## src/rtl/lxb_pkg.sv

```systemverilog
package lxb_pkg;

  typedef enum logic {
    COL_IDLE = 1'b0,
    COL_RUN  = 1'b1
  } col_state_e;

  function automatic int ceil_div(input int num, input int den);
    return (num + den - 1) / den;
  endfunction

endpackage

```

## src/rtl/lxb_fill_collect.sv

```systemverilog
module lxb_fill_collect import lxb_pkg::*; #(
  parameter int WORD_W     = 32,
  parameter int LINE_WORDS = 8,
  parameter int LADDR_W    = 27,
  localparam int OFF_W     = $clog2(LINE_WORDS),
  localparam int LINE_BITS = WORD_W * LINE_WORDS
) (
  input  logic                 clk,
  input  logic                 rst_n,
  input  logic                 start,
  input  logic [LADDR_W-1:0]   start_addr,
  input  logic [OFF_W-1:0]     start_off,
  input  logic                 rd_valid,
  input  logic [WORD_W-1:0]    rd_data,
  output logic                 collecting,
  output logic                 line_done,
  output logic [LADDR_W-1:0]   line_addr,
  output logic [LINE_BITS-1:0] line_data,
  output logic                 fwd_valid,
  output logic [WORD_W-1:0]    fwd_data
);

  localparam logic [OFF_W-1:0] LAST_BEAT = OFF_W'(LINE_WORDS - 1);

  col_state_e         state_q, state_d;
  logic [OFF_W-1:0]   beat_q, beat_d;
  logic [OFF_W-1:0]   off_q;
  logic [LADDR_W-1:0] addr_q;
  logic [OFF_W-1:0]   slot;
  logic               take;

  assign take      = (state_q == COL_RUN) && rd_valid;
  assign slot      = off_q + beat_q;          // wraps inside the aligned line
  assign line_done = take && (beat_q == LAST_BEAT);
  assign fwd_valid = take && (beat_q == '0);
  assign fwd_data  = rd_data;
  assign collecting = (state_q == COL_RUN);
  assign line_addr  = addr_q;

  always_comb begin
    state_d = state_q;
    beat_d  = beat_q;
    case (state_q)
      COL_IDLE: if (start) begin
        state_d = COL_RUN;
        beat_d  = '0;
      end
      COL_RUN: if (take) begin
        beat_d = beat_q + 1'b1;
        if (line_done) state_d = COL_IDLE;
      end
      default: state_d = COL_IDLE;
    endcase
  end

  always_ff @(posedge clk or negedge rst_n) begin
    if (!rst_n) begin
      state_q <= COL_IDLE;
      beat_q  <= '0;
    end else begin
      state_q <= state_d;
      beat_q  <= beat_d;
    end
  end

  always_ff @(posedge clk) begin
    if (start && (state_q == COL_IDLE)) begin
      addr_q <= start_addr;
      off_q  <= start_off;
    end
  end

  for (genvar i = 0; i < LINE_WORDS; i++) begin : g_slot
    logic [WORD_W-1:0] word_q;
    always_ff @(posedge clk) begin
      if (take && (slot == OFF_W'(i))) word_q <= rd_data;
    end
    assign line_data[i*WORD_W +: WORD_W] = word_q;
  end

  // Forwarded word only comes while a line is being gathered
  assert_fwd_in_fill_R5: assert property (@(posedge clk) disable iff (!rst_n)
    fwd_valid |=> $past(state_q == COL_RUN));

endmodule

```

## src/rtl/lxb_fill_seq.sv

```systemverilog
module lxb_fill_seq import lxb_pkg::*; #(
  parameter int LINE_WORDS = 8,
  parameter int FILL_STEPS = 3,
  localparam int STEP_W    = (FILL_STEPS > 1) ? $clog2(FILL_STEPS) : 1,
  localparam int WPS       = ceil_div(LINE_WORDS, FILL_STEPS)
) (
  input  logic                  clk,
  input  logic                  rst_n,
  input  logic                  start,
  output logic                  active,
  output logic [LINE_WORDS-1:0] mask
);

  localparam logic [STEP_W-1:0] LAST_STEP = STEP_W'(FILL_STEPS - 1);

  logic              active_q, active_d;
  logic [STEP_W-1:0] step_q, step_d;

  always_comb begin
    active_d = active_q;
    step_d   = step_q;
    if (start) begin
      active_d = 1'b1;
      step_d   = '0;
    end else if (active_q) begin
      if (step_q == LAST_STEP) active_d = 1'b0;
      else                     step_d   = step_q + 1'b1;
    end
  end

  always_ff @(posedge clk or negedge rst_n) begin
    if (!rst_n) begin
      active_q <= 1'b0;
      step_q   <= '0;
    end else begin
      active_q <= active_d;
      step_q   <= step_d;
    end
  end

  assign active = active_q;

  for (genvar i = 0; i < LINE_WORDS; i++) begin : g_mask
    assign mask[i] = active_q && (step_q == STEP_W'(i / WPS));
  end

  assert_fill_ends_R4: assert property (@(posedge clk) disable iff (!rst_n)
    (active_q && step_q == LAST_STEP && !start) |=> !active_q);

endmodule

```

## src/rtl/lxb_flush_queue.sv

```systemverilog
module lxb_flush_queue #(
  parameter int LADDR_W     = 27,
  parameter int LINE_BITS   = 256,
  parameter int DEPTH       = 2,
  parameter int BEATS       = 2,
  localparam int BEAT_W     = LINE_BITS / BEATS,
  localparam int PTR_W      = (DEPTH > 1) ? $clog2(DEPTH) : 1,
  localparam int CNT_W      = $clog2(DEPTH + 1),
  localparam int BC_W       = (BEATS > 1) ? $clog2(BEATS) : 1
) (
  input  logic                 clk,
  input  logic                 rst_n,
  input  logic                 ev_valid,
  input  logic [LADDR_W-1:0]   ev_line_addr,
  input  logic [BEAT_W-1:0]    ev_data,
  output logic                 ev_ready,
  output logic                 wl_valid,
  output logic [LADDR_W-1:0]   wl_line_addr,
  output logic [LINE_BITS-1:0] wl_data,
  input  logic                 wl_ack
);

  localparam logic [BC_W-1:0]  LAST_BC = BC_W'(BEATS - 1);
  localparam logic [PTR_W-1:0] LAST_PTR = PTR_W'(DEPTH - 1);

  logic                 asm_q, asm_d;
  logic [BC_W-1:0]      bc_q, bc_d;
  logic [PTR_W-1:0]     wptr_q, wptr_d, rptr_q, rptr_d;
  logic [CNT_W-1:0]     cnt_q, cnt_d;
  logic [LADDR_W-1:0]   addr_mem [DEPTH];
  logic [LINE_BITS-1:0] data_mem [DEPTH];
  logic                 acc, push, pop;

  assign ev_ready = asm_q || (cnt_q != CNT_W'(DEPTH));
  assign acc      = ev_valid && ev_ready;
  assign push     = acc && (bc_q == LAST_BC);
  assign wl_valid = (cnt_q != '0);
  assign pop      = wl_valid && wl_ack;
  assign wl_line_addr = addr_mem[rptr_q];
  assign wl_data      = data_mem[rptr_q];

  always_comb begin
    asm_d  = asm_q;
    bc_d   = bc_q;
    wptr_d = wptr_q;
    rptr_d = rptr_q;
    cnt_d  = cnt_q;
    if (acc) begin
      if (push) begin
        asm_d  = 1'b0;
        bc_d   = '0;
        wptr_d = (wptr_q == LAST_PTR) ? '0 : wptr_q + 1'b1;
      end else begin
        asm_d  = 1'b1;
        bc_d   = bc_q + 1'b1;
      end
    end
    if (pop) rptr_d = (rptr_q == LAST_PTR) ? '0 : rptr_q + 1'b1;
    case ({push, pop})
      2'b10:   cnt_d = cnt_q + 1'b1;
      2'b01:   cnt_d = cnt_q - 1'b1;
      default: cnt_d = cnt_q;
    endcase
  end

  always_ff @(posedge clk or negedge rst_n) begin
    if (!rst_n) begin
      asm_q  <= 1'b0;
      bc_q   <= '0;
      wptr_q <= '0;
      rptr_q <= '0;
      cnt_q  <= '0;
    end else begin
      asm_q  <= asm_d;
      bc_q   <= bc_d;
      wptr_q <= wptr_d;
      rptr_q <= rptr_d;
      cnt_q  <= cnt_d;
    end
  end

  always_ff @(posedge clk) begin
    if (acc) begin
      data_mem[wptr_q][bc_q*BEAT_W +: BEAT_W] <= ev_data;
      if (bc_q == '0) addr_mem[wptr_q] <= ev_line_addr;
    end
  end

  assert_queue_bound_R9: assert property (@(posedge clk) disable iff (!rst_n)
    cnt_q <= CNT_W'(DEPTH));

  assert_head_hold_R10: assert property (@(posedge clk) disable iff (!rst_n)
    (wl_valid && !wl_ack) |=> (wl_valid && $stable(wl_line_addr) && $stable(wl_data)));

endmodule

```

## src/rtl/line_xfer_buffer.sv

```systemverilog
module line_xfer_buffer import lxb_pkg::*; #(
  parameter int WORD_W      = 32,
  parameter int LINE_WORDS  = 8,
  parameter int LADDR_W     = 27,
  parameter int FILL_STEPS  = 3,
  parameter int FLUSH_DEPTH = 2,
  parameter int FLUSH_BEATS = 2,
  localparam int OFF_W      = $clog2(LINE_WORDS),
  localparam int LINE_BITS  = WORD_W * LINE_WORDS,
  localparam int BEAT_W     = LINE_BITS / FLUSH_BEATS
) (
  input  logic                  clk,
  input  logic                  rst_n,
  input  logic                  miss_req,
  input  logic [LADDR_W-1:0]    miss_line_addr,
  input  logic [OFF_W-1:0]      miss_word,
  output logic                  miss_accept,
  output logic                  busy,
  input  logic                  rd_valid,
  input  logic [WORD_W-1:0]     rd_data,
  output logic                  load_valid,
  output logic [WORD_W-1:0]     load_data,
  output logic                  fill_we,
  output logic [LINE_WORDS-1:0] fill_mask,
  output logic [LADDR_W-1:0]    fill_line_addr,
  output logic [LINE_BITS-1:0]  fill_data,
  input  logic                  ev_valid,
  input  logic [LADDR_W-1:0]    ev_line_addr,
  input  logic [BEAT_W-1:0]     ev_data,
  output logic                  flush_ready,
  output logic                  wl_valid,
  output logic [LADDR_W-1:0]    wl_line_addr,
  output logic [LINE_BITS-1:0]  wl_data,
  input  logic                  wl_ack
);

  logic collecting, line_done, fill_active;

  assign busy        = collecting || fill_active;
  assign miss_accept = miss_req && !busy;
  assign fill_we     = fill_active;

  lxb_fill_collect #(
    .WORD_W(WORD_W), .LINE_WORDS(LINE_WORDS), .LADDR_W(LADDR_W)
  ) u_collect (
    .clk(clk), .rst_n(rst_n),
    .start(miss_accept), .start_addr(miss_line_addr), .start_off(miss_word),
    .rd_valid(rd_valid), .rd_data(rd_data),
    .collecting(collecting), .line_done(line_done),
    .line_addr(fill_line_addr), .line_data(fill_data),
    .fwd_valid(load_valid), .fwd_data(load_data)
  );

  lxb_fill_seq #(
    .LINE_WORDS(LINE_WORDS), .FILL_STEPS(FILL_STEPS)
  ) u_seq (
    .clk(clk), .rst_n(rst_n), .start(line_done),
    .active(fill_active), .mask(fill_mask)
  );

  lxb_flush_queue #(
    .LADDR_W(LADDR_W), .LINE_BITS(LINE_BITS),
    .DEPTH(FLUSH_DEPTH), .BEATS(FLUSH_BEATS)
  ) u_flush (
    .clk(clk), .rst_n(rst_n),
    .ev_valid(ev_valid), .ev_line_addr(ev_line_addr), .ev_data(ev_data),
    .ev_ready(flush_ready),
    .wl_valid(wl_valid), .wl_line_addr(wl_line_addr), .wl_data(wl_data),
    .wl_ack(wl_ack)
  );

  assert_accept_busy_R2: assert property (@(posedge clk) disable iff (!rst_n)
    miss_accept |=> busy);

  assert_fill_after_line_R4: assert property (@(posedge clk) disable iff (!rst_n)
    $rose(fill_we) |-> ($past(line_done) && !collecting));

  assert_no_write_while_gather_R3: assert property (@(posedge clk) disable iff (!rst_n)
    collecting |-> !fill_we);

endmodule

```

## config.mk

```make
export PLATFORM = sky130hd
export DESIGN_NAME = line_xfer_buffer
export DESIGN_NICKNAME = d
export VERILOG_FILES = /design/src/rtl/lxb_pkg.sv /design/src/rtl/lxb_fill_collect.sv /design/src/rtl/lxb_fill_seq.sv /design/src/rtl/lxb_flush_queue.sv /design/src/rtl/line_xfer_buffer.sv
export SDC_FILE = /design/constraint.sdc
export NUM_CORES = 1
export LEC_CHECK = 0
export BUFFER_PORTS_ARGS = -buffer_cell sky130_fd_sc_hd__buf_2
export CAP_MARGIN = 20
export CORE_MARGIN = 2
export CORE_UTILIZATION = 30
export CTS_CLUSTER_DIAMETER = 30
export CTS_CLUSTER_SIZE = 40
export DETAILED_ROUTE_END_ITERATION = 8
export PLACE_DENSITY = 0.6
export SYNTH_ARGS = -nofsm -noshare
export SYNTH_HDL_FRONTEND = slang
export SYNTH_SLANG_ARGS = --single-unit
```

## constraint.sdc

```tcl
create_clock -name clk -period 16.6 [get_ports clk]
set_input_delay 0.83 -clock clk [delete_from_list [all_inputs] [get_ports clk]]
set_output_delay 0.83 -clock clk [all_outputs]
set_load 0.01 [all_outputs]
```

After elaboration in Yosys (flattened, before gate mapping)
Memory sizes are Yosys's and may differ from the RTL's.
Index checks and enable logic that the tools add are counted.
{"block": "totals", "elab_cells": 103, "output_inout_bits": 612, "n_memories": 2, "input_bits": 223, "ram_bits": 566, "register_bits": 299}
{"memory": "u_flush.data_mem", "words": 2, "word_bits": 256, "read_ports": 1, "rd_clocked_by_memory_dff": 0, "write_ports": 1, "line": "lxb_flush_queue.sv:31", "text": "logic [LINE_BITS-1:0] data_mem [DEPTH];"}
{"memory": "u_flush.addr_mem", "words": 2, "word_bits": 27, "read_ports": 1, "rd_clocked_by_memory_dff": 0, "write_ports": 1, "line": "lxb_flush_queue.sv:30", "text": "logic [LADDR_W-1:0] addr_mem [DEPTH];"}
{"block": "op_classes", "n_bitwise": 1, "shifts": 2, "n_mux": 23, "n_eq_ne": 16, "reduce_logical": 31, "add_sub_neg": 9}
{"op": "$mux W256", "n": 1}
{"op": "$shift A128 B34 Y256 const A", "n": 1}
{"op": "$shiftx A128 B34 Y256", "n": 1}
{"op": "$neg A8 Y34", "n": 1}
{"op": "$logic_and A1 B1 Y1", "n": 19}
{"op": "$eq A3 B3 Y1 const B", "n": 5}
{"op": "$mux W1", "n": 14}
{"op": "$eq A3 B2 Y1 const B", "n": 2}
{"op": "$logic_not A3 Y1", "n": 2}
{"op": "$mux W2", "n": 3}
{"op": "$mux W3", "n": 2}
{"op": "$ne A2 B2 Y1 const B", "n": 3}
{"op": "$pmux W3 S2", "n": 1}
{"op": "$reduce_and A2 Y1", "n": 3}
{"op": "$reduce_bool A2 Y1", "n": 3}
{"op": "$add A2 B1 Y2 const B", "n": 2}
{"op": "$eq A2 B1 Y1 const B", "n": 2}
{"op": "$eq A2 B2 Y1 const B", "n": 2}
{"op": "$pmux W2 S2", "n": 1}
{"op": "$add A1 B1 Y1 const B", "n": 3}
{"op": "$add A3 B1 Y3 const B", "n": 1}
{"op": "$add A3 B3 Y3", "n": 1}
{"op": "$eq A3 B1 Y1 const B", "n": 1}
{"op": "$logic_not A2 Y1", "n": 1}
{"op": "other kinds (6)", "n": 7}

Depth between registers and ports, before layout
{"block": "logic_depth", "word_depth": 6, "depth_mapped": 7, "depth_no_buf": 6}

Modules after synthesis
Synthesis repeated with hierarchy kept, for this count alone.
{"block": "unflattened", "cells_unflattened": 1576, "hier_area_um2": 32095.8}
{"mod": "lxb_flush_queue", "area_each_um2": 22617.9, "seq_area_each_um2": 17146.4, "cells_each": 1193, "n_inst": 1}
{"mod": "lxb_fill_collect", "area_each_um2": 9205.1, "seq_area_each_um2": 8688.3, "cells_each": 356, "n_inst": 1}
{"mod": "lxb_fill_seq", "area_each_um2": 259.0, "seq_area_each_um2": 75.1, "cells_each": 25, "n_inst": 1}
{"mod": "line_xfer_buffer", "area_each_um2": 13.8, "seq_area_each_um2": 0.0, "cells_each": 2, "n_inst": 1}

Worst setup path after synthesis
Ideal clock, no wire load.
{"block": "synth_path", "kind": "input port to flip-flop", "start": "input port ev_valid", "end": "memory u_flush.addr_mem[1][0] (enable)", "required_ps": 15740, "path_buffers": 0, "setup_slack_ps": 4400, "setup_time_ps": 860, "stages": 2, "arrival_time_ps": 11340, "cell_sequence": "nand2_2 -> nor3_1"}
{"block": "synth_between", "elab_chain_len": 3}
{"element": "from (decl)", "line": "line_xfer_buffer.sv:27", "text": "input logic ev_valid,"}
{"element": "$logic_and A1 B1 Y1", "line": "lxb_flush_queue.sv:35", "text": "assign acc = ev_valid && ev_ready;"}
{"element": "$mux W1", "line": "lxb_flush_queue.sv:83", "text": "if (acc) begin"}
{"element": "$mux W1 (not written as such)", "line": "lxb_flush_queue.sv:85", "text": "if (bc_q == '0) addr_mem[wptr_q] <= ev_line_addr;"}
{"element": "to (decl)", "line": "lxb_flush_queue.sv:30"}
No other way between the ends.

Final worst setup path
{"block": "layout_path", "start": "register u_flush.rptr_q", "end": "output port wl_data[108]"}
{"block": "layout_between", "elab_chain_len": 1}
{"element": "from (decl)", "line": "lxb_flush_queue.sv:28", "text": "logic [PTR_W-1:0] wptr_q, wptr_d, rptr_q, rptr_d;"}
{"element": "from (signal assigned)", "line": "lxb_flush_queue.sv:77", "text": "rptr_q <= rptr_d;"}
{"element": "$mem_v2 Z2 W256"}
{"element": "to (decl)", "line": "line_xfer_buffer.sv:33", "text": "output logic [LINE_BITS-1:0] wl_data,"}
No other way between the ends.

==> flow_summary.ini <==
[cts]
cts-root-buf = clkbuf_16
cts-resized-gates = 0
path_clk_slew_ps = 50
postCtsHoldBufs = 1
clock_sinks = 865
cts_buffers = 184
cts.path.max_buffers = 3
htreeDepth = 4
cts_tree = built
insertion_delay_ps = 740
cts_setup_buffers = 0

[place]
dp_hpwl_um = 56900
gp_congestion = 0.744
numPortBuffers = 834
placed_cell_area_um2 = 38500

[logic_synthesis]
syn_nets = 1814
synthesis.area_um2 = 33000
async_flop_share_pct = 1.50
synth_cells = 1582
ys_seq_area_share_pct = 78.5
synth_ff_type = edfxtp_1
synth_seq_cells = 865
synth_mux_area_share_pct = 12.7
synthDistinctLibCells = 35
synth_compound_area_share_pct = 0.106
synthSimpleGateAreaFrac_pct = 5.55
syn_area_per_cell_um2 = 20.9
synthTopCellsByCount = 852 x edfxtp_1, 260 x mux2_4, 133 x and2_1, 124 x nor2b_1, 39 x buf_4
synth.most_common_cell = edfxtp_1
yosysTopAreaCellShare_pct = 77.6
synth_top_cell_by_area = edfxtp_1
yosysWarnings = 0
synth_top_family_by_area = multiplexers
synthAdderAreaFrac_pct = 0.364
synth_area_leaders = edfxtp_1 78%, mux2_4 12%, and2_1 2.5%
synth_edf_count = 852
synth_xor_area_share_pct = 0.315

[worst_setup_path]
worstSetupEndpointType = primary output
worst_setup_path_start_kind = flip-flop
crit_family = buffers and inverters
path_common_cell = buf_4
crit_type = flip-flop to primary output
cp.required_ps = 15770
crit_start = u_flush.rptr_q
cp.arrival_ps = 4950
r2r_start = u_flush.bc_q
crit_fanout = 57
worst_path_largest_cell_delay_ps = 1070
crit_path_cell_trace = buf_4 > buf_4 > buf_4 > mux2_2 > buf_2
path_buf_inv = 4
cp_slowest_cell = dfrtp_4

[floorplan]
ioPinCount = 835
fp.dieH_um = 336
die_area_um2 = 113000
rows = 121
core_area_um2 = 109000
fp.dieW_um = 336
initial_utilization_pct = 30.3

[sta]
finClkSkew_ps = 55.2
maxSlewViolCount = 0
rsz0062_at_grt = no
hold_violations = 0
finalSetupTns_ps = 0
period_needed_ps = 5780
worst-slew-pin-transition_ps = 1080
setup_viol = 0
relSlewSlack_pct = 28.0
fin_crit_sh_pct = 34.8
fmax_ghz = 0.173

[run_status]
status = completed

[grt]
antenna_found_initial = 26
grt_use_total_pct = 14.5
first_global_vias = 18600
grt_overflow = 0
grt_pass1_wl_um = 119000
grt_max_degree = 125

[hold_path]
min_from = miss_line_addr[9]
hold_class = input pin to flip-flop

[route]
num_vias = 17700
drc = 0
first_iter_violations = 853
ant_nets = 0
routed_wl_um = 85800
wl_per_cell_um = 20.9
dr.pass1.iters = 4
avgViaCountPerCell = 4.31

[power]
p_leak_uw = 0.0177
powerDensity_nw_per_um2 = 202
irDropWorstVdd_uv = 119

[final_layout]
drive_above_1_share_pct = 54.7
area_delta_synth_final_pct = 36.2
final_area_um2 = 44900
final_nets = 2758

[flow_run]
cap_violations = 0
## sequential cells by signal, summed over array words and instances, names as in the netlist
name,flops
u_collect.beat_q,3
u_collect.collecting,1
u_collect.g_slot.word_q,256
u_collect.line_addr,27
u_collect.off_q,3
u_flush.addr_mem,54
u_flush.asm_q,1
u_flush.bc_q,1
u_flush.cnt_q,2
u_flush.data_mem,512
u_flush.rptr_q,1
u_flush.wptr_q,1
u_seq.active,1
u_seq.step_q,2
## area by class of cell
class / instances / area, um^2
clock inverter: 130 / 1600
tap: 1414 / 1770
inverter: 9 / 33.8
antenna: 5 / 12.5
sequential: 865 / 25900
multi-input combinational: 608 / 6360
timing repair buffer: 858 / 4390
fill: 9748 / 64100
clock buffer: 208 / 4850
## cells in the final DEF, fill, tap and decap left out, types with 4 or more instances in the layout
cell        netlist  routed
and2_1          133     133
and2b_1           4       4
buf_2             9     834
buf_4            39      20
bufinv_16         0      29
clkbuf_1         21      16
clkbuf_16         0     191
clkinv_1          0      21
clkinv_2          0      31
clkinv_4          0      17
clkinvlp_4        0      15
dfrtp_1          13      11
diode_2           0       5
edfxtp_1        852     852
ha_1              8       8
inv_1             9       9
inv_6             0      11
mux2_2           25      25
mux2_4          260     260
nand2_1           8       8
nor2_4            0       4
nor2b_1         124     124
nor3_2            0       6
xnor2_1           6       6
xor2_1            4       4
## worst reg2reg max path, delay by kind of cell (launching register included)
kind                   cells  cell delay (ps)
buffers and inverters      2             1280
flip-flops                 1              930
AND/OR/NAND/NOR            2              890
## through the flow
step	total power, uW	hold slack, ps	instances	utilization (%)	worst slack [ps]
after global placement	5400	476	3753	35.3	11540
final	9080	277	4097	41.2	10820
after global routing	9450	212	4093	41.2	10550
after CTS	9200	196	4092	41.2	10700
after floorplan	4690	448	1582	-	4400
after detailed placement	5430	473	3753	35.3	11510
## kinds of logic after synthesis
family | count (synthesis)
flip-flops | 865
AND/OR/NAND/NOR | 296
multiplexers | 286
buffers and inverters | 109
XOR/XNOR | 11
adder cells (fa/ha/maj) | 9
AO/OA/AOI/OAI | 6
## routing by layer
metal | wire (um) | track usage, % | share of wire, %
met1 | 30700 | 15.1 | 36
met2 | 42200 | 24.5 | 49
met3 | 9330 | 7.07 | 11
met4 | 3330 | 7.20 | 3.9
met5 | 236 | 0 | 0.28
## worst paths after layout
path | end | slack [ps] | cells after the start
setup / recovery | wl_data[108] | 10820 | 5
hold / removal | u_collect.line_addr[9] | 280 | 1
setup reg to reg | u_flush.data_mem[1][198] | 12720 | 4
hold reg to reg | u_flush.cnt_q[1] | 480 | 1
max in group asynchronous | u_flush.bc_q | 15720 | 2
min in group asynchronous | u_seq.active | 570 | 2
## power by group
part	leakage, uW	total (uW)	switching [uW]	internal (uW)
combinational	0.00658	2130	1190	940
sequential	0.00802	3210	189	3020
clock	0.00312	3730	1190	2550
total	0.0177	9080	2570	6510
Note: power is estimated with default switching activity, not from simulation.
